### config.mk
export PLATFORM = sky130hd
export DESIGN_NAME = pkt_fwd_filter
export DESIGN_NICKNAME = d
export VERILOG_FILES = /design/src/rtl/pfd_pkg.sv /design/src/rtl/pfd_classify.sv /design/src/rtl/pfd_mask.sv /design/src/rtl/pfd_verdict.sv /design/src/rtl/pkt_fwd_filter.sv
export SDC_FILE = /design/constraint.sdc
export NUM_CORES = 1
export LEC_CHECK = 0
export CAP_MARGIN = 10
export CORE_MARGIN = 3
export CORE_UTILIZATION = 24
export DETAILED_ROUTE_END_ITERATION = 6
export PLACE_DENSITY_LB_ADDON = 0.08
export SETUP_SLACK_MARGIN = 0.3
export SLEW_MARGIN = 20
export SYNTH_ARGS = -nofsm -noshare
export SYNTH_HDL_FRONTEND = slang
export SYNTH_HIERARCHICAL = 1
export SYNTH_SLANG_ARGS = --single-unit
### constraint.sdc
create_clock -name clk -period 0.8 [get_ports clk]
set_clock_uncertainty 0.15 [all_clocks]
set_input_delay 0.16 -clock clk [delete_from_list [all_inputs] [get_ports clk]]
set_output_delay 0.16 -clock clk [all_outputs]
set_load 0.02 [all_outputs]
### src/rtl/pfd_pkg.sv
package pfd_pkg;
   typedef enum logic [1:0] {
      DST_UCAST = 2'd0,
      DST_MCAST = 2'd1,
      DST_BCAST = 2'd2
   } dst_kind_e;
endpackage

### src/rtl/pfd_classify.sv
module pfd_classify
   import pfd_pkg::*;
#(
   parameter int MAC_W     = 48,
   parameter int GROUP_BIT = 40
) (
   input  logic [MAC_W-1:0] dst_mac,
   input  logic             dst_hit,
   input  logic             dst_super,
   input  logic             dst_block,
   input  logic             dst_secure,
   output logic             is_super
);
   dst_kind_e kind;

   always_comb begin
      if (&dst_mac)
         kind = DST_BCAST;
      else if (dst_mac[GROUP_BIT])
         kind = DST_MCAST;
      else
         kind = DST_UCAST;
   end

   // group destinations (broadcast included) use the super flag,
   // individual ones need block and secure together
   always_comb begin
      if (!dst_hit)
         is_super = 1'b0;
      else if (kind == DST_UCAST)
         is_super = dst_block && dst_secure;
      else
         is_super = dst_super;
   end
endmodule

### src/rtl/pfd_mask.sv
module pfd_mask #(
   parameter int NUM_PORTS = 3,
   parameter int HOST_PORT = 0,
   localparam int PW = (NUM_PORTS > 1) ? $clog2(NUM_PORTS) : 1
) (
   input  logic [PW-1:0]        ingress_port,
   input  logic [NUM_PORTS-1:0] dst_ports,
   output logic [NUM_PORTS-1:0] fwd_mask,
   output logic [NUM_PORTS-1:0] host_mask,
   output logic                 from_host
);
   assign from_host = (ingress_port == PW'(HOST_PORT));

   for (genvar p = 0; p < NUM_PORTS; p++) begin : g_port
      assign fwd_mask[p]  = dst_ports[p] && (ingress_port != PW'(p));
      assign host_mask[p] = (p == HOST_PORT);
   end
endmodule

### src/rtl/pfd_verdict.sv
module pfd_verdict #(
   parameter int NUM_PORTS = 3
) (
   input  logic                 abort_seen,
   input  logic                 bypass_en,
   input  logic                 from_host,
   input  logic                 hdr_err,
   input  logic                 ctrl_frame,
   input  logic                 same_addr,
   input  logic                 is_super,
   input  logic                 rate_drop,
   input  logic                 vlan_drop,
   input  logic                 oui_deny_en,
   input  logic                 src_oui_hit,
   input  logic [NUM_PORTS-1:0] fwd_mask,
   input  logic [NUM_PORTS-1:0] host_mask,
   output logic                 drop,
   output logic [NUM_PORTS-1:0] ports
);
   logic filter_hit;

   assign filter_hit = rate_drop || vlan_drop || (oui_deny_en && !src_oui_hit);

   always_comb begin
      drop  = 1'b0;
      ports = fwd_mask;
      if (abort_seen)
         drop = 1'b1;
      else if (bypass_en && !from_host)
         ports = host_mask;
      else if (hdr_err || ctrl_frame) begin
         if (from_host) drop = 1'b1;
         else           ports = host_mask;
      end
      else if (same_addr)
         drop = 1'b1;
      else if (filter_hit && !is_super)
         drop = 1'b1;
      else if (fwd_mask == '0)
         drop = 1'b1;
      if (drop)
         ports = '0;
   end
endmodule

### src/rtl/pkt_fwd_filter.sv
module pkt_fwd_filter #(
   parameter int NUM_PORTS = 3,
   parameter int HOST_PORT = 0,
   parameter int MAC_W     = 48,
   parameter int GROUP_BIT = 40,
   localparam int PW = (NUM_PORTS > 1) ? $clog2(NUM_PORTS) : 1
) (
   input  logic                 clk,
   input  logic                 rst_n,
   input  logic                 in_valid,
   input  logic [PW-1:0]        ingress_port,
   input  logic [MAC_W-1:0]     dst_mac,
   input  logic [MAC_W-1:0]     src_mac,
   input  logic                 hdr_err,
   input  logic                 ctrl_frame,
   input  logic                 abort_seen,
   input  logic                 dst_hit,
   input  logic                 dst_super,
   input  logic                 dst_block,
   input  logic                 dst_secure,
   input  logic [NUM_PORTS-1:0] dst_ports,
   input  logic                 src_oui_hit,
   input  logic                 rate_drop,
   input  logic                 vlan_drop,
   input  logic                 bypass_en,
   input  logic                 oui_deny_en,
   output logic                 out_valid,
   output logic                 out_drop,
   output logic [NUM_PORTS-1:0] out_ports
);
   if (NUM_PORTS < 2) begin : g_bad_ports
      $error("pkt_fwd_filter: NUM_PORTS must be at least 2");
   end
   if (HOST_PORT < 0 || HOST_PORT >= NUM_PORTS) begin : g_bad_host
      $error("pkt_fwd_filter: HOST_PORT out of range");
   end
   if (GROUP_BIT < 0 || GROUP_BIT >= MAC_W) begin : g_bad_group
      $error("pkt_fwd_filter: GROUP_BIT outside the address");
   end

   logic                 is_super;
   logic                 from_host;
   logic                 same_addr;
   logic                 drop_d;
   logic [NUM_PORTS-1:0] fwd_mask;
   logic [NUM_PORTS-1:0] host_mask;
   logic [NUM_PORTS-1:0] ports_d;

   assign same_addr = (src_mac == dst_mac);

   pfd_classify #(.MAC_W(MAC_W), .GROUP_BIT(GROUP_BIT)) u_classify (
      .dst_mac    (dst_mac),
      .dst_hit    (dst_hit),
      .dst_super  (dst_super),
      .dst_block  (dst_block),
      .dst_secure (dst_secure),
      .is_super   (is_super)
   );

   pfd_mask #(.NUM_PORTS(NUM_PORTS), .HOST_PORT(HOST_PORT)) u_mask (
      .ingress_port (ingress_port),
      .dst_ports    (dst_ports),
      .fwd_mask     (fwd_mask),
      .host_mask    (host_mask),
      .from_host    (from_host)
   );

   pfd_verdict #(.NUM_PORTS(NUM_PORTS)) u_verdict (
      .abort_seen  (abort_seen),
      .bypass_en   (bypass_en),
      .from_host   (from_host),
      .hdr_err     (hdr_err),
      .ctrl_frame  (ctrl_frame),
      .same_addr   (same_addr),
      .is_super    (is_super),
      .rate_drop   (rate_drop),
      .vlan_drop   (vlan_drop),
      .oui_deny_en (oui_deny_en),
      .src_oui_hit (src_oui_hit),
      .fwd_mask    (fwd_mask),
      .host_mask   (host_mask),
      .drop        (drop_d),
      .ports       (ports_d)
   );

   always_ff @(posedge clk or negedge rst_n) begin
      if (!rst_n) begin
         out_valid <= 1'b0;
         out_drop  <= 1'b0;
         out_ports <= '0;
      end else begin
         out_valid <= in_valid;
         out_drop  <= in_valid && drop_d;
         out_ports <= in_valid ? ports_d : '0;
      end
   end
endmodule

* Word level (Yosys, flattened, before mapping)
Index checks and enable logic that the tools add are counted.
Widths: inputs -> output; s select.
** Storage, ports and cells
- Logic and storage cells :: 42
- Output and inout bits :: 5
- Register bits :: 5
** Cells by class
- Mux-type cells :: 17
- Reduce and logical (&&, ||, !) cells :: 19
- Equal/unequal tests :: 3
** Operators by type and width (number)
- $eq 48x48->1 :: 1
- $reduce_and 48->1 :: 1
- $mux 3 :: 6
- $mux 1 :: 10
- $logic_and 1x1->1 :: 8
- $logic_not 2->1 :: 2
- $logic_not 1->1 :: 3
- $logic_not 3->1 :: 1
- $logic_or 1x1->1 :: 3
- $mux 2 :: 1
- $ne 2x1->1 const B :: 1
- $ne 2x2->1 const B :: 1
- $reduce_bool 2->1 :: 1

* Longest topological paths before layout
Gate-level depths: netlist of run 1.
- Depth in word-level cells :: 14
- Mapped depth :: 7

* Hierarchy
The synthesis of run 1 kept the hierarchy.
** Modules (own cells, without submodules)
- pkt_fwd_filter :: area an instance 674.4 µm², cells each 73, times used 1
- pfd_verdict :: area an instance 116.4 µm², cells each 19, times used 1
- pfd_mask :: area an instance 58.8 µm², cells each 10, times used 1
- pfd_classify :: area an instance 17.5 µm², cells each 3, times used 1

* Worst setup path before layout of run 1
Ideal clock, no wire load.
- Kind :: input-to-reg
- Start :: in src_mac[40]
- End :: reg out_drop
- Required time :: 0.531 ns
- Library setup time :: 0.119 ns
- Data arrival time :: 1.464 ns
- Setup slack :: -0.933 ns
- Path buffers :: 0
- Stages :: 7
- Cell sequence :: xor2_1 > nor4_1 > nand4_1 > nor3_2 > or4_1 > o31a_1 > and2_1
** Between the ends
- Cells in the longest elaborated chain, start to end :: 6
** Ends and longest elaborated chain
- from (decl) :: line pkt_fwd_filter.sv:13 : input logic [MAC_W-1:0] src_mac,
- $eq 48x48->1 :: line pkt_fwd_filter.sv:49 : assign same_addr = (src_mac == dst_mac);
- named net same_addr :: line pkt_fwd_filter.sv:43 : logic same_addr;
- $mux 1 :: line pfd_verdict.sv:35 : else if (same_addr)
- $mux 1 :: line pfd_verdict.sv:31 : else if (hdr_err || ctrl_frame) begin
- $mux 1 :: line pfd_verdict.sv:29 : else if (bypass_en && !from_host)
- $mux 1 :: line pfd_verdict.sv:27 : if (abort_seen)
- named net drop_d :: line pkt_fwd_filter.sv:44 : logic drop_d;
- $logic_and 1x1->1 :: line pkt_fwd_filter.sv:93 : out_drop <= in_valid && drop_d;
- to (signal assigned) :: line pkt_fwd_filter.sv:93
- to (decl) :: line pkt_fwd_filter.sv:28 : output logic out_drop,
The timed path passes the listed nets, and every way through them passes these cells.

* Worst setup path in the final report of run 1
- Start :: in src_mac[14]
- End :: reg out_drop
The elaborated chain is that of the path after synthesis.

==> reports/metrics.cfg, run 1 <==
[clock_network]
h-tree-depth = 1
cts.sinks = 5
ctsLongestPathBuffers = 2
cts_root_buffer = clkbuf_4
clk_pin_slew_ns = 0.04
cts_buffers = 3
post_cts_buffers = 0
cts_tree = yes

[place]
post-place-cells = 273
dpl.hpwl_um = 3242
io_buffers = 120
finalWeightedCongestion = 0.6825

[power_and_ir_drop]
switching_share = 0.3042
combPwrFrac = 0.604
leakage_uw = 0.0009865
cell_internal_pwr_uw = 978.6
powerDensity_nw_per_um2 = 705.7
switchingPower_uw = 427.9
pwr-share-seq = 0.193
pwr-share-clk = 0.204
vdd_drop_max_v = 0.0003023

[die]
die-area_sq_um = 4370
die_w_um = 66.11
pin_count = 121
die_y_um = 66.11
core_sq_um = 3416
start_util = 0.2538
row_count = 21

[yosys]
ys_seq_area_frac = 0.1443
yosysTopAreaCell = xor2_1
synth_area_per_cell_sq_um = 8.258
ys.warnings.count = 6
ys_ff_latch = 5
synth_area_sq_um = 867.1
synth_top_cell_area_share = 0.4848
synth_area_leaders = xor2_1 48%, dfrtp_1 14%, nor4_1 8.7%, o41ai_1 3.0%, and2_1 2.9%
yosysUniqueCellTypes = 24
netlist_instances = 105

[detailed_routing]
vias_per_cell = 4.300
post-route-drc-count = 0
vias = 1191
first_iter_violations = 8
dr.pass1.iters = 2
wl_um = 3663
wire_per_inst_um = 13.22
ant_nets = 0

[worst_setup_path]
arrival_ns = 1.52
crit_type = primary input to register
path_max_fanout = 4
end_kind = register
crit_required_ns = 0.78
cp-start-kind = primary input

[sta]
hold_slack_ns = -0.3993
min_period_over_period = 1.935
max_freq_ghz = 0.6461
layout_min_cycle_time_ns = 1.548
setup_ws_ns = -0.7476
rsz0062_at_grt = yes
final_max_slew_viol_count = 0
hold_violations = 5
finalSetupViolations = 9

[global_routing]
grt_pass1_wl_um = 5664
grt.busiest_layer = met2
grtUsageMet1 = 0.1570
overflow = 0
grt_usage = 0.1664
met3_usage = 0.05612
grt_max_degree = 6
grt_pass1_vias = 1324
antenna_found_initial = 0
use_met2 = 0.3358

[final_layout]
syn_to_final_growth_pct = 129.9
nets = 348
fin_util = 0.5835
drive_gt1_frac = 0.5758
final_cell_mix = 71 x buf_2, 35 x xor2_1, 30 x buf_6
final_common_cell = buf_2
antennaDiodeCount = 0
stdcell_count = 277

[outcome]
status = complete, but fails checks
violations = negative hold slack, negative setup slack

[hold_path]
hp-class = primary input to async pin

[run]
max_cap_viol_count = 0

-- critical path, cell delays in order --
cell     delay [ns]
buf_2          0.09
xor2_1         0.19
nor4_1         0.08
nand4_1        0.12
nor3_2         0.06
or4_4          0.46
o31a_1         0.25
and2_1         0.13
-- area by class of cell --
cell class	count	area, sq um
Timing Repair Buffer	124	909.6
Inverter	4	15.01
Fill cell	328	1423
Sequential cell	5	125.1
Clock buffer	4	26.28
Tap cell	46	57.56
Multi-Input combinational cell	94	859.6
-- state kept, by name (all words and copies together) (netlist names) --
signal	flops
out_drop	1
out_valid	1
out_ports	3
-- power by group through the flow --
stage	clock [uW]	sequential [uW]	combinational, uW
floorplan	0	289	248
global route	328	271	928
CTS	306	271	753
global placement	0	272	921
detailed placement	0	272	945
finish	286	271	849
-- metrics by stage --
step / hold WS [ns] / setup TNS, ns / worst slack [ns] / power [uW] / cell area (sq um)
6_report: -0.3993 / -4.056 / -0.7476 / 1406 / 1993
5_1_grt: -0.3965 / -4.537 / -0.8276 / 1527 / 1993
4_1_cts: -0.02064 / -4.159 / -0.7666 / 1330 / 1780
3_5_place_dp: 0.2385 / -7.681 / -1.421 / 1218 / 2141
3_3_place_gp: 0.2389 / -7.628 / -1.379 / 1194 / 2141
2_1_floorplan: -0.2856 / -2.795 / -0.7419 / 537.1 / 874.6
-- repair_timing --
item | in CTS | in global routing
pin swaps | 31 | 18
endpoints found under the setup margin | 10 | 14
endpoints found under the hold margin | 5 | 5
gates resized for setup | 388 | 34
-- kinds of logic (layout without fill, tap and decap cells) --
family / after synthesis / after routing / share of synthesized area
compound gates: 7 / 7 / 0.06350
simple gates: 36 / 36 / 0.2554
other cells: 2 / 3 / 0.008661
buf+inv: 7 / 132 / 0.04328
flops: 5 / 5 / 0.1443
xor+xnor: 48 / 48 / 0.4848
-- cell usage after synthesis (all sizes together) --
master	n
nand2	2
conb	2
and2	5
a21oi	1
nor2	3
o31a	1
nor4	12
nand4b	1
o41ai	3
or4	1
a21boi	1
nand4	3
xor2	48
buf	3
inv	4
nand2b	1
nor2b	1
or3	1
nor3	2
nand3	4
o21a	1
dfrtp	5
-- final timing paths --
| check | start | endpoint | slack (ns) |
|---|---|---|---|
| min | rst_n | out_valid$_DFF_PN0_ | -0.40 |
| max | src_mac[14] | out_drop$_DFF_PN0_ | -0.75 |
| min in group clk | in_valid | out_valid$_DFF_PN0_ | 0.09 |
| max in group asynchronous | rst_n | out_drop$_DFF_PN0_ | 0.71 |
-- layer usage --
layer  wire length [um]  share of wire
met1               1151           0.31
met4                 21         0.0057
met3                393           0.11
met5                  0              0
met2               2096           0.57
No activity file was read; power rests on OpenSTA's default activity.
==> run 2: changes to the inputs <==
ABC_CLOCK_PERIOD_IN_PS = 800   (was unset)
==> results of run 2 <==
Same layout as run 1: the final DEF is identical, and so are final timing and power.
==> run 3: changes to the inputs <==
CTS_CLUSTER_SIZE = 14   (was unset)
==> results of run 3 <==
Same layout as run 1: the final DEF is identical, and so are final timing and power.
